===== config.mk =====
export PLATFORM = sky130hd
export DESIGN_NAME = ctl_ep_seq
export DESIGN_NICKNAME = d
export VERILOG_FILES = /design/src/rtl/ctl_ep_seq.sv
export SDC_FILE = /design/constraint.sdc
export NUM_CORES = 1
export LEC_CHECK = 0
export BUFFER_PORTS_ARGS = -buffer_cell sky130_fd_sc_hd__buf_4
export CAP_MARGIN = 20
export CORE_MARGIN = 10
export CORE_UTILIZATION = 55
export DETAILED_ROUTE_END_ITERATION = 8
export PLACE_DENSITY_LB_ADDON = 0.05
export SLEW_MARGIN = 20
export SYNTH_ARGS = -nofsm -noshare
export SYNTH_HDL_FRONTEND = slang
export SYNTH_SLANG_ARGS = --single-unit

===== constraint.sdc =====
create_clock -name clk -period 9.8 [get_ports clk]
set_clock_uncertainty 0.2 [all_clocks]
set_input_delay 2.94 -clock clk [delete_from_list [all_inputs] [get_ports clk]]
set_output_delay 2.94 -clock clk [all_outputs]
set_load 0.01 [all_outputs]

===== src/rtl/ctl_ep_seq.sv =====
module ctl_ep_seq #(
  parameter int MAXP = 64,
  parameter int LW = 16,
  localparam int CW = $clog2(MAXP + 1)
) (
  input  logic          clk,
  input  logic          rst_n,
  input  logic          setup_rdy,
  input  logic [CW-1:0] rx_count,
  input  logic          setup_dir_in,
  input  logic [LW-1:0] setup_len,
  input  logic          hnd_stall,
  input  logic          hnd_delay,
  input  logic          pkt_rdy,
  input  logic          fifo_full,
  input  logic          setup_abort,
  input  logic          sent_stall,
  input  logic          req_valid,
  input  logic [LW-1:0] req_len,
  input  logic          req_zero,
  output logic [2:0]    phase,
  output logic          dir_tx,
  output logic          setup_ack,
  output logic          data_end,
  output logic          send_stall,
  output logic          stall_clr,
  output logic          tx_load,
  output logic [CW-1:0] tx_count,
  output logic          rx_ack,
  output logic [CW-1:0] rx_take,
  output logic          overflow,
  output logic          req_done,
  output logic          req_err
);
  localparam logic [2:0] PH_SETUP = 3'd0, PH_IN = 3'd1, PH_OUT = 3'd2,
                         PH_TXEND = 3'd3, PH_STALL = 3'd4;
  localparam logic [LW-1:0] MAXP_L = LW'(MAXP);

  logic [LW-1:0] rem;
  logic zflag, pend, delayed, tx_hold;

  wire [LW-1:0] in_cnt = (rem < MAXP_L) ? rem : MAXP_L;
  wire [LW-1:0] rx_l   = LW'(rx_count);
  wire          rx_big = rx_l > rem;
  wire [LW-1:0] rx_cnt = rx_big ? rem : rx_l;
  wire          tx_go  = !fifo_full && !tx_hold;
  wire          accept_ph = (phase == PH_SETUP) || (phase == PH_IN) || (phase == PH_OUT);

  always_ff @(posedge clk) begin
    if (!rst_n) begin
      phase <= PH_SETUP; dir_tx <= 1'b0; setup_ack <= 1'b0; data_end <= 1'b0;
      send_stall <= 1'b0; stall_clr <= 1'b0; tx_load <= 1'b0; tx_count <= '0;
      rx_ack <= 1'b0; rx_take <= '0; overflow <= 1'b0; req_done <= 1'b0;
      req_err <= 1'b0; rem <= '0; zflag <= 1'b0; pend <= 1'b0;
      delayed <= 1'b0; tx_hold <= 1'b0;
    end else begin
      setup_ack <= 1'b0; data_end <= 1'b0; send_stall <= 1'b0; stall_clr <= 1'b0;
      tx_load <= 1'b0; rx_ack <= 1'b0; overflow <= 1'b0; req_done <= 1'b0;
      req_err <= 1'b0; tx_hold <= 1'b0;
      if (sent_stall) begin
        stall_clr <= 1'b1; phase <= PH_SETUP; delayed <= 1'b0;
      end else if (setup_abort) begin
        phase <= PH_SETUP; delayed <= 1'b0;
      end else begin
        case (phase)
          PH_SETUP: if (setup_rdy && rx_count == CW'(8)) begin
            if (pend) begin req_done <= 1'b1; pend <= 1'b0; end
            delayed <= 1'b0;
            if (hnd_stall) begin
              send_stall <= 1'b1;
              setup_ack <= (setup_len == '0);
              phase <= PH_STALL;
            end else if (setup_len == '0) begin
              if (hnd_delay) delayed <= 1'b1;
              else begin setup_ack <= 1'b1; data_end <= 1'b1; end
            end else begin
              setup_ack <= 1'b1;
              dir_tx <= setup_dir_in;
              phase <= setup_dir_in ? PH_IN : PH_OUT;
            end
          end
          PH_IN: if (pend && tx_go) begin
            tx_load <= 1'b1;
            tx_count <= CW'(in_cnt);
            rem <= rem - in_cnt;
            tx_hold <= 1'b1;
            if (in_cnt < MAXP_L || (in_cnt == rem && !zflag)) phase <= PH_TXEND;
          end
          PH_OUT: if (pkt_rdy) begin
            rx_ack <= 1'b1;
            if (pend) begin
              rx_take <= CW'(rx_cnt);
              overflow <= rx_big;
              rem <= rem - rx_cnt;
              if (rx_cnt < MAXP_L || rx_cnt == rem) begin
                data_end <= 1'b1; req_done <= 1'b1; pend <= 1'b0; phase <= PH_SETUP;
              end
            end else begin
              send_stall <= 1'b1; phase <= PH_STALL;
            end
          end
          PH_TXEND: if (tx_go) begin
            data_end <= 1'b1; req_done <= 1'b1; pend <= 1'b0; phase <= PH_SETUP;
          end
          PH_STALL: ;
          default: begin send_stall <= 1'b1; phase <= PH_SETUP; end
        endcase
      end
      if (req_valid) begin
        if (delayed) begin
          delayed <= 1'b0; setup_ack <= 1'b1; data_end <= 1'b1;
        end else if (pend || !accept_ph) begin
          req_err <= 1'b1;
        end else begin
          pend <= 1'b1; rem <= req_len; zflag <= req_zero;
        end
      end
    end
  end
endmodule


==> results of run 1 <==
==> final timing paths <==
| check | startpoint | endpoint | slack, ps | depth (start not counted) |
|---|---|---|---|---|
| worst max-delay path | rx_count[6] | rem[8] | 2620 | 17 |
| worst min-delay path | tx_count[1] | tx_count[1] | 270 | 2 |
| worst max register to register | rem[6] | rem[8] | 4540 | 17 |
| worst min register to register | tx_count[1] | tx_count[1] | 270 | 2 |
==> stage by stage <==
stage | util [%] | setup WS (ps)
final | 66.9 | 2620
after global routing | 66.9 | 2350
after CTS | 66.9 | 2750
after detailed placement | 65.4 | 2420
after global placement | 65.4 | 2570
after floorplan | - | 3120
==> layout by cell type (no fill, tap or decap), types with 9 or more instances in the layout <==
cell / instances
a21boi_0: 9
o21ai_0: 23
ha_1: 14
dfxtp_1: 46
nor3_1: 14
nand3_1: 24
nand2_1: 53
inv_1: 17
a21oi_1: 26
o211ai_1: 11
o211a_1: 9
buf_4: 81
nor2_1: 42
==> metal layers <==
metal / wire (um) / part of all wire, % / up-vias / track usage (%)
li1: - / - / 1872 / -
met1: 4840 / 41 / 1896 / 30.4
met2: 5770 / 49 / 202 / 38.0
met3: 1060 / 8.9 / 29 / 5.29
met4: 219 / 1.8 / 0 / 7.07
met5: 0 / 0 / - / 0
==> sequential cells by signal, indices dropped and copies added (netlist names) <==
name / count
dir_tx: 1
setup_ack: 1
data_end: 1
tx_hold: 1
rem: 16
pend: 1
req_err: 1
phase: 3
overflow: 1
req_done: 1
send_stall: 1
tx_count: 7
zflag: 1
stall_clr: 1
delayed: 1
rx_ack: 1
rx_take: 7
==> cell type report <==
cell class / instances / area, um^2
inverters: 17 / 63.8
well taps: 77 / 96.3
repair buffers: 81 / 608
clock buffers: 6 / 82.6
clock inverters: 2 / 12.5
flip-flops and latches: 46 / 921
multi-input cells: 380 / 2440
fillers: 572 / 2090
==> cell families (layout without fill, tap and decap cells) <==
group	count (synthesis)	in the layout	synth area share, %
other	1	1	0.105
adders and majority gates	15	15	5.49
AOI/OAI and AO/OA	153	153	30.8
buffers and inverters	46	106	5.39
muxes	6	6	1.69
DFF	46	46	25.9
and+or+nand+nor	201	201	29.7
xor gates and xnor gates	4	4	0.986
==> worst max-delay path, cell delays in order <==
cell	delay, ps
buf_4	140
ha_1	310
and4b_1	250
o2111a_1	180
o211ai_4	580
nand2_1	100
o21ai_1	160
ha_1	190
inv_1	50
fa_1	410
a211o_1	310
a21oi_1	540
a211oi_1	100
a31o_1	250
nor3_1	380
or4_1	190
o211ai_1	80
==> report_power, final <==
part	switching, mW	total (mW)	internal, mW
sequential	0.0140	0.206	0.192
clock	0.0720	0.129	0.0569
combinational	0.0842	0.146	0.0613
total	0.170	0.481	0.311
==> run_results.csv, run 1 <==
group,metric,value,unit
run_status,outcome,"complete, no violations",
die,die_y,100,um
die,fp.dieW,100,um
worst_setup_path,crit_type,"in2reg",
clocking,h-tree-depth,2,
worst_setup_path,path_max_fanout,27,
placement,hpwl,8.92,mm
drt,antenna_violating_nets_post_route,0,
timing,max_clock_freq,0.139,GHz
die,initial_core_util,56.3,%
worst_setup_path,endpoint_kind,"flop",
worst_setup_path,cp.required,9800,ps
cells_and_area,drive_above_1_share,19.9,%
synth,yosysWarnings,0,
die,pin_count,78,
placement,dp_cells,601,
synth,synth_edf_count,0,
timing,setup_viol,0,
timing,period_share,73.3,%
synth,yosysSeqAreaShare,25.9,%
synth,syn_area,0.00355,mm^2
clocking,cts_root_buffer,"clkbuf_8",
drt,avgRoutedWirePerCell,19.5,um
synth,yosysMostFrequentCell,"nand2_1",
drt,wirelength,11.9,mm
clocking,tritoncts,"yes",
worst_setup_path,arrival,7180,ps
clocking,cts_buffers,5,
global_route,antenna_found_initial,0,
timing,slew_headroom,36.7,%
power_and_ir_drop,p_total,481,uW
cells_and_area,final_cells,609,
synth,synth_flop_cell,"dfxtp_1",
global_route,grt_pass1_vias,3839,
global_route,grt_pass1_wl,19.6,mm
die,core_area,0.00631,mm^2
synth,syn-num-nets,538,
global_route,gr-total-overflow,0,
drt,vias,3999,
timing,fin_crit,7180,ps
placement,placedInstanceArea,0.00413,mm^2
synth,synthTopCellsByArea,"dfxtp_1 (26%), nand2_1 (5.6%), ha_1 (4.9%)",
drt,drc,0,
timing,tns,0,ps
synth,synthTopCellsByCount,"nand2_1 (53), dfxtp_1 (46), nor2_1 (42)",
timing,rsz0062_at_grt,"false",
synth,syn_inst,472,
power_and_ir_drop,ir_drop,66.4,uV
clocking,cts_buffer_depth,2,
cells_and_area,num_antenna_cells,0,
synth,synth_cell_types,76,
timing,holdWs,272,ps
clocking,clk_pin_slew,100,ps
synth,yosys.area.top_type,"dfxtp_1",
clocking,postCtsHoldBufs,0,
timing,worstMarginPinSlew,947,ps
clocking,clock_latency,310,ps
global_route,grt_max_degree,44,
drt,viasPerCell,6.57,
power_and_ir_drop,p_leak,1.75,nW
placement,port_buffers,77,
global_route,groute.usage.overall,23.5,%
placement,gp_congestion,0.960,
die,placement_rows,29,
synth,yosysTopAreaCellShare,25.9,%
cells_and_area,final_area,0.00423,mm^2
timing,maxSlewViolCount,0,
worst_hold_path,holdCritPathClass,"reg2reg",
synth,synth_area_per_cell,7.53,um^2
cells_and_area,nNetsFinal,597,
cells_and_area,area_growth,18.9,%
timing,hold_viol_final,0,
clocking,clkSinkCount,46,
worst_setup_path,start_kind,"input pin",
flow_run,cap_violations,0,
drt,first_iter_violations,325,
power_and_ir_drop,power_density,114,mW/mm^2
clocking,cts_setup_buffers,0,
clocking,ctsResizeCount,0,
drt,dr.pass1.iters,5,
synth,async_flop_share,0,%
synth,ys_seq_elements,46,
die,die-area,0.0101,mm^2
Power figures use the tool's default switching activity.
==> run 2, diff against run 1 <==
--- a/config.mk
+++ b/config.mk
@@ -8,7 +8,7 @@
 export BUFFER_PORTS_ARGS = -buffer_cell sky130_fd_sc_hd__buf_4
 export CAP_MARGIN = 20
 export CORE_MARGIN = 10
-export CORE_UTILIZATION = 55
+export CORE_UTILIZATION = 50
 export DETAILED_ROUTE_END_ITERATION = 8
 export PLACE_DENSITY_LB_ADDON = 0.05
 export SLEW_MARGIN = 20
==> constraint.sdc (replaced) <==
create_clock -name clk -period 6.4 [get_ports clk]
set_clock_uncertainty 0.2 [all_clocks]
set_input_delay 1.92 -clock clk [delete_from_list [all_inputs] [get_ports clk]]
set_output_delay 1.92 -clock clk [all_outputs]
set_load 0.01 [all_outputs]
==> run_results.csv, run 2 (synthesis gave the netlist of run 1 again) <==
group,metric,value,unit
clocking,clk_pin_slew,90,ps
flow_run,cap_violations,0,
timing,setup_viol,0,
cells_and_area,drive_above_1_share,20.0,%
worst_setup_path,crit_buf_inv,2,
placement,hpwl,9.06,mm
cells_and_area,largest_reg_flops,16,
drt,drc,0,
drt,wirelength,11.8,mm
clocking,cts_buffers,5,
worst_setup_path,path_max_fanout,19,
power_and_ir_drop,ir_drop,109,uV
global_route,grt_max_degree,44,
timing,maxSlewViolCount,0,
placement,dp_cells,622,
clocking,cts_setup_buffers,0,
timing,period_share,90.0,%
die,placement_rows,30,
cells_and_area,num_antenna_cells,0,
worst_setup_path,start_kind,"input pin",
worst_setup_path,endpoint_kind,"flop",
cells_and_area,final_common_cell,"buf_4",
worst_setup_path,crit_path_max_incr_delay,480,ps
global_route,grt_pass1_vias,3649,
timing,rsz0062_at_grt,"false",
global_route,gr-total-overflow,0,
power_and_ir_drop,power_density,169,mW/mm^2
timing,tns,0,ps
cells_and_area,final_cells,630,
cells_and_area,area_growth,19.7,%
worst_setup_path,cp_cell_sequence,"buf_4 > ha_1 > and4b_1 > o2111a_1 > o211ai_4 > buf_4 > a21oi_1 > fa_1 > a211o_1 > a21oi_1 > a211oi_1 > a31o_1 > nor3_1 > or4_1 > o211ai_1",
cells_and_area,mostFrequentLayoutCells,"buf_4 (83), nand2_1 (53), dfxtp_1 (46)",
clocking,cts_buffer_depth,2,
timing,slew_headroom,29.8,%
cells_and_area,nNetsFinal,599,
worst_setup_path,cp.required,6390,ps
timing,hold_viol_final,0,
clocking,cts_root_buffer,"clkbuf_8",
worst_setup_path,path_delay_family,"compound AO/OA/AOI/OAI gates",
power_and_ir_drop,p_leak,1.76,nW
cells_and_area,reg.largest.list,"rem (16), rx_take (7), tx_count (7)",
worst_setup_path,arrival,5750,ps
die,die-area,0.0109,mm^2
run_status,outcome,"complete, no violations",
drt,dr_wl_met2,5.20,mm
drt,vias,3942,
drt,antenna_violating_nets_post_route,0,
drt,first_iter_violations,488,
clocking,tritoncts,"yes",
drt,highest_layer,"met4",
worst_setup_path,cpMaxStageDelayCell,"a21oi_1",
timing,worstMarginPinSlew,1050,ps
die,core_area,0.00687,mm^2
placement,gp_congestion,0.954,
timing,max_clock_freq,0.174,GHz
die,initial_core_util,51.7,%
clocking,postCtsHoldBufs,0,
worst_setup_path,crit_type,"in2reg",
drt,avgRoutedWirePerCell,18.7,um
drt,met3RoutedLength,1.03,mm
die,fp.dieW,104,um
global_route,antenna_found_initial,0,
clocking,ctsResizeCount,0,
drt,dr.pass1.iters,5,
worst_hold_path,holdCritPathClass,"reg2reg",
die,die_y,104,um
cells_and_area,fillers,660,
global_route,groute.usage.overall,20.8,%
drt,drt-met1-wl,5.35,mm
worst_setup_path,rrSetupSlack,1530,ps
timing,fin_crit,5760,ps
clocking,h-tree-depth,2,
clocking,clkSinkCount,46,
global_route,grt_pass1_wl,19.1,mm
cells_and_area,regMostFlops,"rem",
drt,viasPerCell,6.26,
placement,port_buffers,77,
die,pin_count,78,
clocking,clock_latency,300,ps
run 2: routing by layer:
layer	GRT usage (%)	vias up
met5	0	-
met4	6.26	0
met3	4.21	21
met2	31.5	220
met1	28.5	1811
li1	-	1890
run 2: area by class of cell:
class / count / area, um^2 / area share (%)
Clock buffer: 6 / 72.6 / 1.70
Clock inverter: 2 / 13.8 / 0.323
Inverter: 17 / 63.8 / 1.50
Multi-Input combinational cell: 380 / 2440 / 57.4
Sequential cell: 46 / 921 / 21.6
Tap cell: 96 / 120 / 2.82
Timing Repair Buffer: 83 / 623 / 14.6
run 2: final timing paths:
kind,startpoint,endpoint,cells past startpoint
worst max-delay path,rx_count[6],rem[8],15
worst min register to register,tx_count[4],tx_count[4],2
worst min-delay path,tx_count[4],tx_count[4],2
worst max register to register,rem[6],rem[8],15
run 2: through the flow:
step	hold WS (ps)	util, %	instance area [um^2]	power (mW)	setup WS (ps)
after floorplan	244	-	3550	0.470	735
after global placement	256	60.7	4170	0.535	509
after detailed placement	258	60.7	4170	0.540	352
after CTS	271	62.0	4260	0.718	679
after global routing	287	62.0	4260	0.758	464
final	266	62.0	4260	0.719	642
run 2: worst register-to-register path, stage by stage (launching register included):
cell,delay [ps]
dfxtp_1,620
inv_1,220
ha_1,340
and4b_1,250
o2111a_1,190
o211ai_4,300
buf_4,290
a21oi_1,160
fa_1,470
a211o_1,310
a21oi_1,480
a211oi_1,90
a31o_1,240
nor3_1,330
or4_1,180
o211ai_1,80
run 2: power breakdown:
part           switching (mW)  internal, mW
sequential             0.0212         0.295
combinational           0.128        0.0952
clock                   0.103        0.0773
